[src/rtl/hbus_pkg.sv]
package hbus_pkg;

    localparam int HB_DW   = 16;
    localparam int HB_BW   = HB_DW / 8;
    localparam int HB_AW   = 20;
    localparam int HB_NCS  = 4;
    localparam int HB_CSW  = $clog2(HB_NCS);

    typedef enum logic [1:0] {
        PH_IDLE,
        PH_ADDR,
        PH_DATA,
        PH_DONE
    } hb_phase_e;

    typedef enum logic [1:0] {
        STB_LE,
        STB_CS1,
        STB_LE_CS2,
        STB_LE_CS4
    } hb_strobe_e;

    typedef struct packed {
        logic       mux;
        logic       wide;
        logic       bsel_en;
        hb_strobe_e strobe;
    } hb_cfg_t;

    typedef struct packed {
        logic              we;
        logic [HB_AW-1:0]  addr;
        logic [HB_DW-1:0]  wdata;
        logic [HB_BW-1:0]  be;
    } hb_req_t;

    // Field plus extension bit -> pin role; unlisted codes fall back to latch only
    function automatic hb_strobe_e strobe_decode(input logic [1:0] field, input logic ext);
        hb_strobe_e r;
        if (!ext) begin
            case (field)
                2'd1:    r = STB_CS1;
                2'd3:    r = STB_LE_CS2;
                default: r = STB_LE;
            endcase
        end else begin
            r = (field == 2'd0) ? STB_LE_CS4 : STB_LE;
        end
        return r;
    endfunction

    function automatic logic req_legal(input hb_cfg_t c, input logic [HB_BW-1:0] be);
        if (!c.wide) return 1'b1;
        if (be == '0) return 1'b0;
        return c.bsel_en || (be == '1);
    endfunction

    // Byte lanes that carry data for this access
    function automatic logic [HB_BW-1:0] lane_mask(input hb_cfg_t c, input logic [HB_BW-1:0] be);
        if (!c.wide)   return HB_BW'(1);
        if (c.bsel_en) return be;
        return '1;
    endfunction

    function automatic logic [HB_DW-1:0] lane_bits(input logic [HB_BW-1:0] m);
        logic [HB_DW-1:0] b;
        for (int i = 0; i < HB_BW; i++) begin
            b[i*8 +: 8] = {8{m[i]}};
        end
        return b;
    endfunction

endpackage

[src/rtl/hbus_seq.sv]
module hbus_seq
    import hbus_pkg::*;
#(
    parameter int ADDR_CYC = 2,
    parameter int DATA_CYC = 3
) (
    input  logic      clk,
    input  logic      rst,
    input  logic      req_valid,
    input  logic      req_ok,
    output hb_phase_e phase,
    output logic      accept,
    output logic      capture,
    output logic      ack,
    output logic      err
);

    localparam int MAXC = (ADDR_CYC > DATA_CYC) ? ADDR_CYC : DATA_CYC;
    localparam int CW   = $clog2(MAXC + 1);
    localparam logic [CW-1:0] A_LAST = CW'(ADDR_CYC - 1);
    localparam logic [CW-1:0] D_LAST = CW'(DATA_CYC - 1);

    hb_phase_e     ph_q;
    logic [CW-1:0] cnt_q;
    logic          err_q;

    always_ff @(posedge clk) begin
        if (rst) begin
            ph_q  <= PH_IDLE;
            cnt_q <= '0;
            err_q <= 1'b0;
        end else begin
            unique case (ph_q)
                PH_IDLE: begin
                    cnt_q <= '0;
                    if (req_valid) begin
                        err_q <= !req_ok;
                        ph_q  <= req_ok ? PH_ADDR : PH_DONE;
                    end
                end
                PH_ADDR: begin
                    if (cnt_q == A_LAST) begin
                        cnt_q <= '0;
                        ph_q  <= PH_DATA;
                    end else begin
                        cnt_q <= cnt_q + 1'b1;
                    end
                end
                PH_DATA: begin
                    if (cnt_q == D_LAST) begin
                        cnt_q <= '0;
                        ph_q  <= PH_DONE;
                    end else begin
                        cnt_q <= cnt_q + 1'b1;
                    end
                end
                PH_DONE: ph_q <= PH_IDLE;
                default: ph_q <= PH_IDLE;
            endcase
        end
    end

    assign phase   = ph_q;
    assign accept  = (ph_q == PH_IDLE) && req_valid;
    assign capture = (ph_q == PH_DATA) && (cnt_q == D_LAST);
    assign ack     = (ph_q == PH_DONE);
    assign err     = ack && err_q;

    // completion pulse lasts one cycle
    a_r2_ack_single: assert property (@(posedge clk) disable iff (rst)
        ack |=> !ack);

    // data phase is entered only from the address phase
    a_r2_data_after_addr: assert property (@(posedge clk) disable iff (rst)
        (phase == PH_DATA && $past(phase) != PH_DATA) |-> $past(phase) == PH_ADDR);

    // a refused request is answered on the next cycle with the error flag
    a_r12_reject_next: assert property (@(posedge clk) disable iff (rst)
        (accept && !req_ok) |=> (ack && err));

endmodule

[src/rtl/hbus_strobe_map.sv]
module hbus_strobe_map
    import hbus_pkg::*;
(
    input  logic              clk,
    input  logic              rst,
    input  hb_phase_e         phase,
    input  hb_strobe_e        strobe,
    input  logic [HB_CSW-1:0] sel,
    output logic              ale,
    output logic [HB_NCS-1:0] csn
);

    logic              active;
    logic              cs_en;
    logic [HB_CSW-1:0] cs_idx;

    always_comb begin
        active = (phase == PH_ADDR) || (phase == PH_DATA);
        cs_en  = 1'b0;
        cs_idx = '0;
        unique case (strobe)
            STB_CS1: cs_en = 1'b1;
            STB_LE_CS2: begin
                cs_en     = 1'b1;
                cs_idx[0] = sel[HB_CSW-1];
            end
            STB_LE_CS4: begin
                cs_en  = 1'b1;
                cs_idx = sel;
            end
            default: cs_en = 1'b0;
        endcase
        ale = (strobe != STB_CS1) && (phase == PH_ADDR);
        for (int i = 0; i < HB_NCS; i++) begin
            csn[i] = !(active && cs_en && (cs_idx == HB_CSW'(i)));
        end
    end

    // never more than one device selected
    a_r7_one_select: assert property (@(posedge clk) disable iff (rst)
        $onehot0(~csn));

    // a select never moves from one device to another without going idle
    a_r5_no_select_hop: assert property (@(posedge clk) disable iff (rst)
        !$stable(csn) |-> (csn == '1 || $past(csn) == '1));

endmodule

[src/rtl/hbus_pins.sv]
module hbus_pins
    import hbus_pkg::*;
(
    input  logic             clk,
    input  logic             rst,
    input  hb_phase_e        phase,
    input  logic             capture,
    input  hb_req_t          req,
    input  hb_cfg_t          cfg,
    input  logic [HB_DW-1:0] ad_in,
    output logic [HB_DW-1:0] ad_out,
    output logic             ad_oe,
    output logic [HB_AW-1:0] addr_out,
    output logic             rd_n,
    output logic             wr_n,
    output logic [HB_BW-1:0] bsel_n,
    output logic [HB_DW-1:0] rdata
);

    logic             in_addr;
    logic             in_data;
    logic             active;
    logic [HB_BW-1:0] data_mask;
    logic [HB_BW-1:0] addr_mask;

    always_comb begin
        in_addr   = (phase == PH_ADDR);
        in_data   = (phase == PH_DATA);
        active    = in_addr || in_data;
        data_mask = lane_mask(cfg, req.be);
        addr_mask = cfg.wide ? '1 : HB_BW'(1);

        ad_oe  = (in_addr && cfg.mux) || (in_data && req.we);
        ad_out = '0;
        if (in_addr && cfg.mux) begin
            ad_out = req.addr[HB_DW-1:0] & lane_bits(addr_mask);
        end else if (in_data && req.we) begin
            ad_out = req.wdata & lane_bits(data_mask);
        end

        addr_out = active ? req.addr : '0;
        rd_n     = !(in_data && !req.we);
        wr_n     = !(in_data && req.we);
        bsel_n   = (active && cfg.wide && cfg.bsel_en) ? ~req.be : '1;
    end

    always_ff @(posedge clk) begin
        if (rst) begin
            rdata <= '0;
        end else if (capture && !req.we) begin
            rdata <= ad_in & lane_bits(data_mask);
        end
    end

    // the pins are never driven while the device is asked to drive them
    a_r8_no_contention: assert property (@(posedge clk) disable iff (rst)
        !rd_n |-> !ad_oe);

    // read and write strobes are never low together
    a_r8_one_strobe: assert property (@(posedge clk) disable iff (rst)
        !(!rd_n && !wr_n));

endmodule

[src/rtl/hbus_master.sv]
module hbus_master
    import hbus_pkg::*;
#(
    parameter int ADDR_CYC = 2,
    parameter int DATA_CYC = 3
) (
    input  logic                clk,
    input  logic                rst,
    input  logic                req_valid,
    input  logic                req_we,
    input  logic [HB_AW-1:0]    req_addr,
    input  logic [HB_DW-1:0]    req_wdata,
    input  logic [HB_BW-1:0]    req_be,
    output logic                req_ack,
    output logic                req_err,
    output logic [HB_DW-1:0]    req_rdata,
    input  logic                cfg_mux,
    input  logic                cfg_wide,
    input  logic                cfg_bsel_en,
    input  logic [1:0]          cfg_strobe,
    input  logic                cfg_strobe_ext,
    output logic [HB_DW-1:0]    bus_ad_out,
    output logic                bus_ad_oe,
    input  logic [HB_DW-1:0]    bus_ad_in,
    output logic [HB_AW-1:0]    bus_addr,
    output logic                bus_ale,
    output logic [HB_NCS-1:0]   bus_csn,
    output logic                bus_rd_n,
    output logic                bus_wr_n,
    output logic [HB_BW-1:0]    bus_bsel_n
);

    hb_cfg_t   cfg_live;
    hb_cfg_t   cfg_q;
    hb_req_t   req_q;
    hb_phase_e phase;
    logic      accept;
    logic      capture;
    logic      ok_now;

    always_comb begin
        cfg_live.mux     = cfg_mux;
        cfg_live.wide    = cfg_wide;
        cfg_live.bsel_en = cfg_bsel_en;
        cfg_live.strobe  = strobe_decode(cfg_strobe, cfg_strobe_ext);
        ok_now           = req_legal(cfg_live, req_be);
    end

    // Request and configuration are frozen for the whole access
    always_ff @(posedge clk) begin
        if (rst) begin
            req_q <= '0;
            cfg_q <= '0;
        end else if (accept) begin
            req_q <= '{we: req_we, addr: req_addr, wdata: req_wdata, be: req_be};
            cfg_q <= cfg_live;
        end
    end

    hbus_seq #(
        .ADDR_CYC (ADDR_CYC),
        .DATA_CYC (DATA_CYC)
    ) u_seq (
        .clk       (clk),
        .rst       (rst),
        .req_valid (req_valid),
        .req_ok    (ok_now),
        .phase     (phase),
        .accept    (accept),
        .capture   (capture),
        .ack       (req_ack),
        .err       (req_err)
    );

    hbus_strobe_map u_strobe (
        .clk    (clk),
        .rst    (rst),
        .phase  (phase),
        .strobe (cfg_q.strobe),
        .sel    (req_q.addr[HB_AW-1 -: HB_CSW]),
        .ale    (bus_ale),
        .csn    (bus_csn)
    );

    hbus_pins u_pins (
        .clk      (clk),
        .rst      (rst),
        .phase    (phase),
        .capture  (capture),
        .req      (req_q),
        .cfg      (cfg_q),
        .ad_in    (bus_ad_in),
        .ad_out   (bus_ad_out),
        .ad_oe    (bus_ad_oe),
        .addr_out (bus_addr),
        .rd_n     (bus_rd_n),
        .wr_n     (bus_wr_n),
        .bsel_n   (bus_bsel_n),
        .rdata    (req_rdata)
    );

    // the latch pulse never overlaps a data strobe or the acknowledge
    a_r4_ale_clear: assert property (@(posedge clk) disable iff (rst)
        bus_ale |-> (bus_rd_n && bus_wr_n && !req_ack));

    // a refused access shows no select or strobe in its answer cycle
    a_r12_quiet_reject: assert property (@(posedge clk) disable iff (rst)
        req_err |-> (bus_csn == '1 && bus_rd_n && bus_wr_n && !bus_ad_oe));

endmodule

[config.mk]
export PLATFORM = sky130hd
export DESIGN_NAME = hbus_master
export DESIGN_NICKNAME = d
export VERILOG_FILES = /design/src/rtl/hbus_pkg.sv /design/src/rtl/hbus_seq.sv /design/src/rtl/hbus_strobe_map.sv /design/src/rtl/hbus_pins.sv /design/src/rtl/hbus_master.sv
export SDC_FILE = /design/constraint.sdc
export NUM_CORES = 1
export LEC_CHECK = 0
export BUFFER_PORTS_ARGS = -buffer_cell sky130_fd_sc_hd__buf_2
export CORE_MARGIN = 2
export CORE_UTILIZATION = 48
export CTS_CLUSTER_SIZE = 10
export DETAILED_ROUTE_END_ITERATION = 8
export PLACE_DENSITY_LB_ADDON = 0.12
export SETUP_SLACK_MARGIN = 0.4
export SYNTH_ARGS = -nofsm -noshare
export SYNTH_HDL_FRONTEND = slang
export SYNTH_SLANG_ARGS = --single-unit
[constraint.sdc]
create_clock -name clk -period 2.64 [get_ports clk]
set_clock_uncertainty 0.2 [all_clocks]
set_input_delay 0.792 -clock clk [delete_from_list [all_inputs] [get_ports clk]]
set_output_delay 0.792 -clock clk [all_outputs]
set_load 0.005 [all_outputs]
==> impl_metrics.csv <==
group,metric,value,unit
yosys,netlist-cell-type-count,39,
routing,wire_per_inst,13.99,microns
min_path,hold_class,"reg -> reg",
routing,vias,3116,
timing,max_slew.worst_pin.slew,0.4391,ns
layout,diodes,0,
routing,firstDrtPassIters,4,
layout,fin_util,71.05,%
yosys,ys_seq_elements,65,
place,gp_congestion,0.8564,
floorplan,rows,28,
routing,drc_errors,0,
floorplan,die_w,83.03,microns
worst_setup_path,arrival,1.71,ns
worst_setup_path,critPathRequiredTime,1.65,ns
power,power_density,771.0,nW/um^2
grt,grt_max_degree,41,
yosys,synth_commonest_cells,"nand2_1 (119), dfxtp_1 (65), a21oi_1 (46)",
yosys,yosysSeqAreaShare,43.41,%
yosys,synth_fp_nets,453,
layout,area_delta_synth_final,41.99,%
grt,first_global_vias,2842,
grt,grt_usage,24.09,%
worst_setup_path,crit_path_end_kind,"output pin",
timing,slew_viol_final,0,
grt,antenna_found_initial,0,
worst_setup_path,crit_path_end,"bus_ad_out[13]",
layout,nFillCells,507,
timing,setup_slack,-0.06052,ns
yosys,synthTopCellsByArea,"dfxtp_1 (43%), nand2_1 (15%), a21oi_1 (7.7%), and2_1 (4.8%), a22oi_2 (3.3%)",
place,place_area,3710,sq um
timing,fin_crit,2.701,ns
yosys,synth_edf_count,0,
yosys,yosysMostFrequentCell,"nand2_1",
cts,root_buffer,"clkbuf_8",
worst_setup_path,crit_type,"reg -> out",
routing,viasPerCell,5.150,
worst_setup_path,ff2ff_setup_slack,0.53,ns
outcome,violations,"setup timing",
yosys,synth-warning-count,0,
yosys,synth_flop_cell,"dfxtp_1",
timing,finalSetupViolCount,22,
floorplan,die_h,83.03,microns
worst_setup_path,worst-path-max-fanout,8,
place,io_buffers,127,
floorplan,ioPinCount,128,
cts,htreeDepth,3,
cts,cts.sinks,65,
timing,hold_viol_final,0,
cts,cts_hold_buf,0,
routing,ant_nets,0,
floorplan,core_area,5991,sq um
routing,drt_iter0_markers,178,
timing,rsz0062_at_grt,"true",
power,ir_drop,0.0004794,V
job,max_cap_violations,0,
layout,multi_input_area,1680,sq um
timing,max_freq,0.3703,GHz
cts,clk_pin_slew,0.07,ns
layout,regArea,1309,sq um
yosys,netlist.area_leader.share,43.41,%
place,dp_hpwl,5649,microns
worst_setup_path,timing.rr.start,"u_seq.phase[0]",
worst_setup_path,start_kind,"flip-flop",
worst_setup_path,rr_worst_depth,9,
routing,wl,8462,microns
place,post-place-ws,0.09066,ns
timing,relSlewSlack,70.73,%
yosys,synth_area,2998,sq um
yosys,netlist_instances,385,
power,total_leakage_power,1.870,nW
floorplan,initial_utilization,50.04,%
yosys,post-synth-top-area-cell,"dfxtp_1",
layout,drive_above_1_share,40.94,%
cts,clock_latency,0.33,ns
power,total_power,3.282,mW
cts,cts_buffer_depth,2,
floorplan,die_area,6894,sq um
yosys,syn_avg_cell_area,7.787,sq um
cts,cts_made_buffers,9,
grt,grt_pass1_wl,13700,microns
worst_setup_path,rr_endpoint,"u_seq.cnt_q[0]",
timing,whs,0.2564,ns
grt,gr-total-overflow,0,
timing,fin_crit_sh,102.3,%
layout,design_area,4257,sq um
yosys,ys_async_sr_fraction,0,%
worst_setup_path,worstSetupStartpoint,"u_seq.phase[0]",
outcome,status,"finished, violations left",
layout,layout.nets,594,
cts,cts_tree,"yes",
## final cells by class
| cell class | instances | share of cell area [%] |
|---|---|---|
| Multi-Input combinational cell | 289 | 39.48 |
| Timing Repair Buffer | 157 | 23.28 |
| Inverter | 4 | 0.4703 |
| Clock inverter | 3 | 0.4115 |
| Clock buffer | 12 | 3.410 |
| Sequential cell | 65 | 30.75 |
| Tap cell | 75 | 2.205 |
## routing by layer
metal,routed length (microns),up-vias,global-route usage [%]
met5,0,-,0
met4,54,0,8.048
met3,579,6,4.274
met2,4001,122,38.20
met1,3828,1427,33.23
li1,-,1561,-
## layout by cell type, fill, tap and decap left out, types with 3 or more instances in the layout
| cell type | count |
|---|---|
| a22oi_2 | 8 |
| buf_6 | 20 |
| buf_2 | 116 |
| o21ai_2 | 8 |
| ha_4 | 4 |
| buf_4 | 18 |
| a22oi_1 | 8 |
| a21oi_1 | 46 |
| clkbuf_8 | 10 |
| and2_1 | 11 |
| nand3_1 | 8 |
| nand4_1 | 3 |
| a211oi_1 | 3 |
| nor2_1 | 24 |
| o21ai_1 | 8 |
| nand2_1 | 116 |
| and2_4 | 12 |
| dfxtp_1 | 63 |
## stage by stage
| stage | TNS (ns) | instances |
|---|---|---|
| CTS | -0.2222 | 601 |
| finish | -0.5395 | 605 |
| global route | -2.031 | 605 |
| global placement | 0 | 572 |
| detailed placement | 0 | 572 |
| floorplan | 0 | 385 |
## repair_timing
action / 4_1_cts / 5_1_grt
setup endpoints to repair: 45 / 47
gates cloned: 1 / 0
buffers inserted: 13 / 4
gates resized for setup: 55 / 12
endpoints found under the hold margin: 0 / 0
pin swaps: 11 / 4
## cells by family (layout without fill, tap and decap cells)
logic type	count (synthesis)	count (layout)	share of synthesized area (%)
buffers and inverters	31	176	5.008
AOI/OAI and AO/OA	88	88	19.83
muxes	1	1	0.3339
and+or+nand+nor	194	194	29.13
DFF	65	65	43.41
adders and majority gates	5	5	2.003
xor gates and xnor gates	1	1	0.2922
## worst max-delay path, cell delays in order (launching register included)
cell and delay (ns):
dfxtp_4 0.37, inv_4 0.07, ha_4 0.14, nand2_4 0.04, or3b_4 0.48, o21ai_2 0.16, buf_2 0.13
## worst min path at each step
stage	startpoint	to	slack, ns	cells after the start
6_report	req_q[11]	req_q[11]	0.26	2
4_1_cts	req_q[35]	req_q[35]	0.26	2
3_3_place_gp	req_q[34]	req_q[34]	0.24	2
5_1_grt	req_q[5]	req_q[5]	0.27	2
3_5_place_dp	req_q[35]	req_q[35]	0.25	2
2_1_floorplan	u_seq.err_q	u_seq.err_q	0.23	2
## power by group
part / leakage, nW / switching [mW] / internal (mW)
combinational: 1.26 / 0.632 / 0.668
sequential: 0.531 / 0.134 / 1.13
clock: 0.0822 / 0.362 / 0.359
## sequential cells by signal, summed over array words and instances (netlist names)
name and cells:
req_q 39, u_pins.rdata 16, cfg_q 5, u_seq.cnt_q 2
u_seq.phase 2, u_seq.err_q 1
No activity file was read; power rests on OpenSTA's default activity.
